--- src/rtl/mc_sequencer.sv ---
module mc_sequencer #(
  parameter int CNT_W = 32
) (
  input  logic             clk,
  input  logic             rst_n,
  input  logic [2:0]       insn_class,
  output logic             imem_rd,
  output logic             rf_rd,
  output logic             alu_en,
  output logic             dmem_rd,
  output logic             dmem_wr,
  output logic             rf_wr,
  output logic             pc_upd,
  output logic [CNT_W-1:0] cycle_cnt,
  output logic [CNT_W-1:0] retired_cnt
);

  localparam logic [2:0] C_NOP = 3'd0, C_BRJ = 3'd1, C_ALU = 3'd2,
                         C_LD  = 3'd3, C_ST  = 3'd4;

  typedef enum logic [2:0] {
    S_FETCH, S_DECODE, S_EXEC, S_MRD, S_MWR, S_WB
  } state_t;

  state_t     st, st_nx;
  logic [2:0] cls_q;

  assign imem_rd = (st == S_FETCH);
  assign rf_rd   = (st == S_DECODE);
  assign alu_en  = (st == S_EXEC);
  assign dmem_rd = (st == S_MRD);
  assign dmem_wr = (st == S_MWR);
  assign rf_wr   = (st == S_WB);
  assign pc_upd  = (st_nx == S_FETCH);

  always_comb begin
    st_nx = st;
    unique case (st)
      S_FETCH:  st_nx = S_DECODE;
      S_DECODE: begin
        if (insn_class == C_BRJ || insn_class == C_ALU ||
            insn_class == C_LD  || insn_class == C_ST)
          st_nx = S_EXEC;
        else
          st_nx = S_FETCH;
      end
      S_EXEC: begin
        case (cls_q)
          C_ALU:   st_nx = S_WB;
          C_LD:    st_nx = S_MRD;
          C_ST:    st_nx = S_MWR;
          default: st_nx = S_FETCH;
        endcase
      end
      S_MRD:    st_nx = S_WB;
      S_MWR:    st_nx = S_FETCH;
      S_WB:     st_nx = S_FETCH;
      default:  st_nx = S_FETCH;
    endcase
  end

  always_ff @(posedge clk or negedge rst_n) begin
    if (!rst_n) begin
      st          <= S_FETCH;
      cls_q       <= C_NOP;
      cycle_cnt   <= '0;
      retired_cnt <= '0;
    end else begin
      st        <= st_nx;
      cycle_cnt <= cycle_cnt + 1'b1;
      if (st == S_DECODE) cls_q <= insn_class;
      if (pc_upd) retired_cnt <= retired_cnt + 1'b1;
    end
  end

  p_one_strobe_r8: assert property (@(posedge clk) disable iff (!rst_n)
    $countones({imem_rd, rf_rd, alu_en, dmem_rd, dmem_wr, rf_wr}) == 1);

  p_restart_r8: assert property (@(posedge clk) disable iff (!rst_n)
    pc_upd |=> imem_rd);

  p_fetch_decode_r2: assert property (@(posedge clk) disable iff (!rst_n)
    imem_rd |=> rf_rd);

  p_exec_from_decode_r4: assert property (@(posedge clk) disable iff (!rst_n)
    alu_en |-> $past(rf_rd));

  p_wb_ends_r5: assert property (@(posedge clk) disable iff (!rst_n)
    rf_wr |-> pc_upd);

  p_store_ends_r6: assert property (@(posedge clk) disable iff (!rst_n)
    dmem_wr |-> pc_upd);

  p_load_wb_r7: assert property (@(posedge clk) disable iff (!rst_n)
    dmem_rd |=> rf_wr);

  p_retire_step_r10: assert property (@(posedge clk) disable iff (!rst_n)
    pc_upd |=> retired_cnt == $past(retired_cnt) + 1'b1);

  p_retire_hold_r10: assert property (@(posedge clk) disable iff (!rst_n)
    !pc_upd |=> $stable(retired_cnt));

  p_cycle_step_r10: assert property (@(posedge clk) disable iff (!rst_n)
    cycle_cnt != '1 |=> cycle_cnt == $past(cycle_cnt) + 1'b1);

endmodule

--- config.mk ---
export PLATFORM = sky130hd
export DESIGN_NAME = mc_sequencer
export DESIGN_NICKNAME = d
export VERILOG_FILES = /design/src/rtl/mc_sequencer.sv
export SDC_FILE = /design/constraint.sdc
export NUM_CORES = 1
export LEC_CHECK = 0
export BUFFER_PORTS_ARGS = -buffer_cell sky130_fd_sc_hd__buf_2
export CORE_UTILIZATION = 49
export CTS_CLUSTER_DIAMETER = 30
export DETAILED_ROUTE_END_ITERATION = 10
export PLACE_DENSITY = 0.72
export SYNTH_ARGS = -nofsm -noshare
export SYNTH_HDL_FRONTEND = slang
export SYNTH_SLANG_ARGS = --single-unit
--- constraint.sdc ---
create_clock -name clk -period 4.6 [get_ports clk]
set_input_delay 0.92 -clock clk [delete_from_list [all_inputs] [get_ports clk]]
set_output_delay 0.92 -clock clk [all_outputs]
set_load 0.05 [all_outputs]
# [Word level (Yosys, flattened, before mapping)]
# Cells that the tools add are included.
[op_classes] n_addsub=2 n_reduce_logical=5 n_mux=3 n_eq_ne=12
[op_table] operator="32-bit by 1-bit adder with 32-bit output, second input constant" count=2
[op_table] operator="3-bit by 2-bit == test with 1-bit output, second input constant" count=6
[op_table] operator="3-bit == test, second input constant" count=4
[op_table] operator="3-bit one-hot mux with 4 select lines" count=1
[op_table] operator="3-bit one-hot mux with 3 select lines" count=1
[op_table] operator="3-bit by 1-bit == test with 1-bit output, second input constant" count=2
[op_table] operator="3-bit zero test" count=2
[op_table] operator="1-bit logical OR" count=3
[op_table] operator="2-bit 2-to-1 mux" count=1
[word_totals] input_bits=5 ff_bits=70 wordCells=26 out_inout_bits=71

# [Logic depth before layout (Yosys ltp)]
# Gate-level depths: netlist of run 1.
[logic_depth] word_depth=7 depth_mapped=8 ltp_nobuf=6

# [Worst setup path before layout of run 1]
# OpenSTA, ideal clock, no wires.
[synth_path] path_type="register to output" start="register st[2]" end="output pc_upd" path_buffers=3 required_ns=3.680 arrival_time_ns=2.541 stages_incl_launch_ff=7 slack_ns=1.139 cell_sequence="dfrtp_1 > buf_2 > nor3b_1 > nand4b_1 > and3_1 > buf_6 > buf_6"
[synth_between] elab_chain_cells=3 word_cells_on_any_way=6 classes_between="eq/ne: 3; mux: 1; reduce/logical: 2"
[synth_rtl] item="from (decl)" line="25" text="state_t st, st_nx;"
[synth_rtl] item="from (signal assigned)" line="69" text="st <= st_nx;"
[synth_rtl] item="3-bit by 2-bit == test with 1-bit output"
[synth_rtl] item="net alu_en" line="9" text="output logic alu_en,"
[synth_rtl] item="3-bit one-hot mux with 4 select lines" line="38" text="unique case (st)"
[synth_rtl] item="3-bit zero test" line="34" text="assign pc_upd = (st_nx == S_FETCH);"
[synth_rtl] item="to (decl)" line="13" text="output logic pc_upd,"
# The timed path passes the listed nets, and every way through them passes these cells.

# [Worst setup path in the final report of run 1]
[layout_path] start="input insn_class[2]" end="output pc_upd"
[layout_between] elab_chain_cells=7 word_cells_on_any_way=10 classes_between="eq/ne: 4; mux: 2; reduce/logical: 4"
[layout_rtl] item="from (decl)" line="6" text="input logic [2:0] insn_class,"
[layout_rtl] item="3-bit by 1-bit == test with 1-bit output or 3-bit by 2-bit == test with 1-bit output (tied branches)" line="41" text="if (insn_class == C_BRJ || insn_class == C_ALU ||"
[layout_rtl] item="1-bit logical OR (2 in a row)" line="41"
[layout_rtl] item="1-bit logical OR *" line="42" text="insn_class == C_LD || insn_class == C_ST)"
[layout_rtl] item="2-bit 2-to-1 mux *" line="41"
[layout_rtl] item="3-bit one-hot mux with 4 select lines *" line="38"
[layout_rtl] item="3-bit zero test *" line="34"
# Every way passes the cells marked *; elsewhere a longest branch is shown, timed or not.

==> results.txt, run 1 <==
----------------------------------------------------
[Run status]
  Result of the run ... finished, final reports clean

[Synthesis]
  Mapped Area ... approximately 3200 µm²
  Count of unique library cells instantiated by Yosys ... 38
  Total of warnings raised by yosys ... 0
  Post-Syn Area per Cell ... around 11 µm²
  Register bit count reported by yosys ... 70
  Sequential share of the synthesized area ... a little over half
  Total nets after synthesis ... ~290
  Gate count after technology mapping ... about 280

[Floorplan]
  Initial standard-cell utilization of the core ... about 51%
  Die ar. ... a little under 7000 µm²
  Row count ... 29
  Placeable Area ... between 6000 and 7000 µm²
  Die Wd ... ~83 µm
  Num ports ... between 70 and 80
  Die height ... 82.8 µm

[Critical path]
  Arr. time, crit path ... 2230 ps
  R2R setup slack ... 2300 ps
  Nature of the critical path startpoint ... primary input
  Max FO, Critical Path ... 17
  Worst setup endpoint ... pc_upd
  Origin of the critical flop-to-flop path ... st[1]
  Type of the setup path with the least slack ... in -> out
  Worst path required time ... between 3000 and 4000 ps
  Critical Path End Type ... output pin
  Launch point of the critical path ... insn_class[2]
  Count of cells along the worst register-to-register path ... 5
  Reg-to-reg endpoint ... retired_cnt[19]

[CTS]
  H-Tree Level Count ... 3
  Clock latency of the later-clocked register in the worst-skew pair ... 340 ps
  # hold bufs at CTS ... 0
  CTS sink count ... 70
  Gates resized, CTS repair ... 0
  Clock tree from TritonCTS ... built
  Clock-pin slew reported for the worst setup and hold paths after clock tree synthesis ... ~70 ps
  Clock Root Buffer ... clkbuf_8
  Post CTS Setup Buffer Count ... 0
  CTS Buf Count ... 9
  Maximum root-to-sink buffer count ... 2

[Power and ir drop]
  Fraction of power spent switching nets ... between 30 and 40%
  Max VDD drop ... about 0.00053 V
  Clock share of power ... 30.9%
  Combinational Power Share ... between 20 and 30%
  Sequential cell fraction of total power ... 39.6%
  Post-route total power ... 1.89 mW
  Cell internal pwr ... roughly 1.2 mW
  Total power per unit cell area ... approximately 500 nW/µm²
  Leakage component of the power ... approximately 2.0 nW
  Switching power of the nets ... between 600 and 700 µW

[Detailed routing]
  1st-iter DRT viols ... about 110
  Post-detailed-route DRC marker count ... 0
  Post-detailed-route wirelength per cell ... 14.4 µm
  Vias ... between 2000 and 2500
  Initial DRT Pass Iterations ... 6
  Routed wire length ... 6370 µm
  Average vias per placed instance ... between 5 and 6
  Antenna-violating nets left ... 0

[Cells and area]
  Synthesis-to-finish area growth ... 21.1%
  Final #Nets ... roughly 370
  Post-route design area ... a little under 4000 µm²
  Antenna diode instance count ... 0
  Post-route core utilization ... 61.4%
  Share of cells above drive strength 1 ... around 29%

[STA]
  Min cycle time layout ... roughly 3100 ps
  Final number of setup-violating endpoints ... 0
  Max-slew violation count ... 0
  Share of the clock period used by the worst path after layout ... roughly 68%
  Post-layout worst setup margin ... about 1500 ps
  Maximum clock frequency ... roughly 0.32 GHz
  Accumulated negative setup slack ... 0 ps
  Unrepaired setup endpoints after global routing ... false
  Measured slew at the worst slew-check pin ... 828 ps
  Hold violation count in the final report ... 0
  Worst slew margin ... between 40% and 50%
  Max Clock Skew ... between 7 and 8 ps

[GRT]
  All-layer global routing usage ... about a fifth
  Wire length of the first global-routing pass ... approximately 11000 µm
  Maximum number of pins on one net before global-route repair ... between 40 and 50
  Vias in the first global route ... 2222
  GRT overflow ... 0
  Initial antenna violation count ... 0

[Placed design]
  HPWL reported at the end of detailed placement ... approximately 4500 µm
  Worst slack after detailed placement ... approximately 1500 ps
  Final estimated routing congestion in global placement ... around 0.77
  # port buffers ... 75
  Placed Instance Area ... approximately 3600 µm²

[Hold path]
  Worst hold-check path type ... reg -> reg

[Run]
  Max capacitance violation total ... 0

----------------------------------------------------
[per-stage QoR]
| stage | hold slack (ps) | cells |
|---|---|---|
| global placement | 457 | 427 |
| detailed placement | 460 | 427 |
| CTS | 473 | 443 |
| finish | 471 | 443 |
| global route | 487 | 443 |
| floorplan | 512 | 279 |
[worst max-delay path, stage by stage]
cell     delay [ps]
buf_2           110
or3_1           360
nand3_1         150
and3_1          170
buf_4           210
buf_2           300
[power by group through the flow]
| stage | Combinational (mW) | Clock [mW] | Sequential [mW] |
|---|---|---|---|
| floorplan | 0.386 | 0 | 0.824 |
| global placement | 0.553 | 0 | 0.750 |
| detailed placement | 0.559 | 0 | 0.759 |
| CTS | 0.560 | 0.600 | 0.746 |
| global route | 0.594 | 0.624 | 0.757 |
| finish | 0.557 | 0.584 | 0.747 |
[cell families (layout without fill, tap and decap cells)]
| family | count (synthesis) | in the layout | synth area share [%] |
|---|---|---|---|
| AOI/OAI and AO/OA | 4 | 4 | 0.860 |
| DFF | 70 | 70 | 54.7 |
| and+or+nand+nor | 125 | 125 | 23.3 |
| xor gates and xnor gates | 61 | 61 | 16.7 |
| adders and majority gates | 2 | 2 | 0.782 |
| muxes | 4 | 4 | 1.41 |
| buffers and inverters | 13 | 100 | 2.27 |
[Yosys cell counts (all sizes together)]
master  instances  area share (%)
nor3           14             2.7
nand4b          1            0.27
ha              2            0.78
and3b           1            0.27
nand2          19             2.2
mux2            4             1.4
or4             1            0.35
buf             4             1.2
nor4            4            0.78
or3             2            0.55
and4            9             2.5
xor2           21             5.7
nor2            9             1.1
nand4          18             3.7
a311o           1            0.31
and2            3            0.59
a21oi           1            0.16
xnor2          40              11
nor2b           2            0.39
o21ai           1            0.16
dfrtp          70              55
nand3          23             3.8
clkbuf          2            0.23
or2b            1            0.23
and3           11             2.2
a211oi          1            0.23
nor3b           4             1.1
or3b            1            0.27
nand2b          1            0.20
inv             7            0.82
and2b           1            0.23
[worst min-delay path by stage]
stage / startpoint / endpoint / slack [ps] / cells past startpoint
final: cycle_cnt[31] / cycle_cnt[31] / 470 / 1
after global routing: cycle_cnt[31] / cycle_cnt[31] / 490 / 1
after CTS: cycle_cnt[31] / cycle_cnt[31] / 470 / 1
after detailed placement: cycle_cnt[31] / cycle_cnt[31] / 460 / 1
after global placement: cycle_cnt[31] / cycle_cnt[31] / 460 / 1
after floorplan: cls_q[2] / cls_q[2] / 510 / 1
[placed cells by master, fill, tap and decap left out, types with 3 or more instances in the layout]
master | Yosys | final
buf_2 | 1 | 75
dfrtp_1 | 70 | 70
xnor2_1 | 40 | 40
nand3_1 | 22 | 22
xor2_1 | 21 | 21
nand2_1 | 19 | 19
nand4_1 | 17 | 17
nor3_1 | 11 | 11
and3_1 | 11 | 11
and4_1 | 9 | 9
nor2_1 | 9 | 9
clkbuf_8 | 0 | 9
inv_1 | 7 | 7
nor4_1 | 4 | 4
mux2_2 | 4 | 4
nor3b_1 | 3 | 3
nor3_2 | 3 | 3
clkinv_2 | 0 | 3
bufinv_16 | 0 | 3
[final cells by class]
type	instances	area (µm²)
Tap cell	77	96.3
Timing Repair Buffer	77	390
Inverter	7	26.3
Sequential cell	70	1750
Multi-Input combinational cell	196	1380
Clock buffer	9	124
Clock inverter	7	113
Fill cell	542	2440
[layer usage]
layer	routed length, µm	vias to the layer above	global-route usage (%)	part of all wire [%]
met5	0	-	0	0
li1	-	1140	-	-
met2	2970	47	29.2	47
met1	3100	1149	28.9	49
met4	108	0	9.87	1.7
met3	199	7	2.98	3.1
[registers in the layout (all words and copies together), names as in the netlist]
register / flops
cls_q: 3
cycle_cnt: 32
retired_cnt: 32
st: 3
Note: power is estimated with default switching activity, not from simulation.
==> inputs of run 2 (changes only) <==
Settings changed: CORE_UTILIZATION 49 to 48, PLACE_DENSITY 0.72 to 0.73.
Clock period 4.6 ns to 2.65 ns, I/O delays scaled along.
==> results.txt, run 2 (synthesis gave the netlist of run 1 again) <==
----------------------------------------------------
[Cells and area]
  Multi-input gate area in the final layout ... 1380 µm² (+0.36%)
  Final #Nets ... 371 (+0.82%)
  Number of fill cells in the layout ... 537 (-0.92%)
  Share of cells above drive strength 1 ... 29.3% (+0.58 points)
  Synthesis-to-finish area growth ... 21.9%
  Most common library cell in the layout ignoring fill and taps ... buf_2
  Antenna diode instance count ... 0 (unchanged)
  Commonest non-fill, non-tap cells in the layout ... buf_2, dfrtp_1, xnor2_1
  FF+latch area ... 1750 µm² (unchanged)
  Post-route core utilization ... 61.1% (-0.33 points)
  Largest registers in the final layout ... cycle_cnt x32, retired_cnt x32

[Power and ir drop]
  Cell internal pwr ... 2.04 mW (+71%)
  Sequential cell fraction of total power ... 39.8% (+0.2 points)
  Combinational Power Share ... 30.1% (+0.6 points)
  Fraction of power spent switching nets ... 37.0% (+0.23 points)
  Leakage component of the power ... 2.01 nW (+0.75%)
  Clock share of power ... 30.1% (-0.8 points)
  Max VDD drop ... 0.000656 V (+24%)
  Switching power of the nets ... 1.20 mW (+73%)
  Post-route total power ... 3.24 mW (+72%)
  Total power per unit cell area ... 831 nW/µm² (+71%)

[STA]
  Min cycle time layout ... about 2500 ps
  Final number of setup-violating endpoints ... 0 (unchanged)
  Maximum clock frequency ... 0.407 GHz
  Worst slew margin ... 51.3% (+7.0 points)
  Max-slew violation count ... 0 (unchanged)
  Max Clock Skew ... 13.4 ps (+5.66 ps)
  Accumulated negative setup slack ... 0 ps (unchanged)
  Unrepaired setup endpoints after global routing ... false
  Share of the clock period used by the worst path after layout ... 92.8%
  Hold violation count in the final report ... 0 (unchanged)
  Measured slew at the worst slew-check pin ... 730 ps (-98.2 ps)

[Placed design]
  # port buffers ... 75 (unchanged)
  Final estimated routing congestion in global placement ... 0.797 (+4.0%)
  HPWL reported at the end of detailed placement ... 4530 µm (+1.1%)

[CTS]
  Clock latency of the later-clocked register in the worst-skew pair ... 330 ps (about the same)
  Post CTS Setup Buffer Count ... 0 (unchanged)
  # hold bufs at CTS ... 0 (unchanged)
  H-Tree Level Count ... 3 (unchanged)
  Clock-pin slew reported for the worst setup and hold paths after clock tree synthesis ... 80 ps (about the same)
  CTS Buf Count ... 9 (unchanged)
  Clock tree from TritonCTS ... built
  Clock Root Buffer ... clkbuf_8
  Gates resized, CTS repair ... 0 (unchanged)
  Maximum root-to-sink buffer count ... 2 (unchanged)
  CTS sink count ... 70 (unchanged)

[GRT]
  Vias in the first global route ... 2186 (-1.6%)
  Maximum number of pins on one net before global-route repair ... 35 (-15%)
  Wire length of the first global-routing pass ... 10800 µm (-0.25%)
  Initial antenna violation count ... 0 (unchanged)
  All-layer global routing usage ... 19.4% (-0.42 points)
  GRT overflow ... 0 (unchanged)

[Detailed routing]
  Post-detailed-route wirelength per cell ... 14.3 µm (-0.56%)
  Initial DRT Pass Iterations ... 4 (-2)
  Wire length on met1 ... 3140 µm (+1.4%)
  Topmost layer with routed signal wires ... met4
  Antenna-violating nets left ... 0 (unchanged)
  Routed wire length ... 6380 µm (+0.11%)
  Average vias per placed instance ... 5.23 (-1.1%)
  Vias ... 2334 (-0.38%)
  1st-iter DRT viols ... 78 (-28%)
  Met2 WL post-DR ... 3010 µm (+1.3%)
  Post-detailed-route DRC marker count ... 0 (unchanged)
  Met3 layer wire length in the routed design ... 178 µm (-11%)

[Critical path]
  Type of the setup path with the least slack ... reg -> out
  Max FO, Critical Path ... 5 (-12)
  Worst path required time ... 2120 ps (-1560 ps)
  Critical Path End Type ... output pin
  Nature of the critical path startpoint ... flop
  Arr. time, crit path ... 1930 ps (-300 ps)

[Floorplan]
  Row count ... 29 (unchanged)
  Initial standard-cell utilization of the core ... 50.1% (-0.58 points)
  Num ports ... 76 (unchanged)
  Die height ... 83.7 µm (+1.0%)
  Die Wd ... 83.7 µm (+1.0%)
  Placeable Area ... 6390 µm² (+1.1%)
  Die ar. ... 7000 µm² (+2.0%)

[Hold path]
  Worst hold-check path type ... in -> async

[Run status]
  Result of the run ... finished, final reports clean

[Run]
  Max capacitance violation total ... 0 (unchanged)

----------------------------------------------------
==> run 2: cell types whose count changed in the layout (fill, tap and decap cells not counted) <==
| cell | previous run | this run |
|---|---|---|
| nor3b_1 | 3 | 2 |
| bufinv_16 | 3 | 2 |
| clkinv_2 | 3 | 0 |
| clkbuf_8 | 9 | 11 |
| inv_6 | 0 | 1 |
| clkbuf_1 | 0 | 1 |
| buf_4 | 2 | 5 |
| nor3b_2 | 1 | 2 |
| clkinv_4 | 0 | 1 |
| clkinvlp_4 | 1 | 0 |
==> run 2: through the flow <==
stage	hold WS [ps]	cells	instance area [µm²]	worst slack (ps)
5_1_grt	292	446	3900	117
3_5_place_dp	458	430	3670	451
6_report	245	446	3900	192
3_3_place_gp	457	430	3670	456
2_1_floorplan	234	279	3210	87.7
4_1_cts	265	446	3900	160
==> run 2: area by class of cell <==
type,instances,share of cell area (%)
repair buffers,80,10.6
multi-input cells,196,35.4
well taps,77,2.47
clock buffers,12,3.98
inverters,7,0.674
flip-flops and latches,70,44.9
clock inverters,4,1.99
==> run 2: final timing paths <==
path | to | slack (ps) | from | cells past startpoint
worst max-delay path | pc_upd | 190 | cls_q[1] | 4
worst min-delay path | cycle_cnt[22] | 240 | rst_n | 1
worst max register to register | retired_cnt[4] | 600 | cls_q[1] | 6
worst min register to register | retired_cnt[31] | 470 | retired_cnt[31] | 1
max in group asynchronous | st[1] | 1570 | rst_n | 2
min in group clk | cls_q[2] | 470 | insn_class[2] | 2
==> run 2: power by group through the flow <==
stage / clock network, mW / registers [mW] / logic [mW]
final: 0.976 / 1.29 / 0.977
after detailed placement: 0 / 1.31 / 0.983
after global placement: 0 / 1.30 / 0.972
after global routing: 1.05 / 1.32 / 1.05
after floorplan: 0 / 1.43 / 0.673
after CTS: 1.01 / 1.29 / 0.984
==> run 2: per-layer routing <==
metal	vias to the layer above	GRT usage, %
met5	-	0
met4	0	7.70
met3	5	3.36
met2	35	28.8
met1	1147	28.5
li1	1147	-
==> run 2: worst max-delay path, cell delays in order (launching register included) <==
cell     delay (ps)
dfrtp_1         410
or3b_1          380
a311o_1         370
and3_1          220
buf_2           220
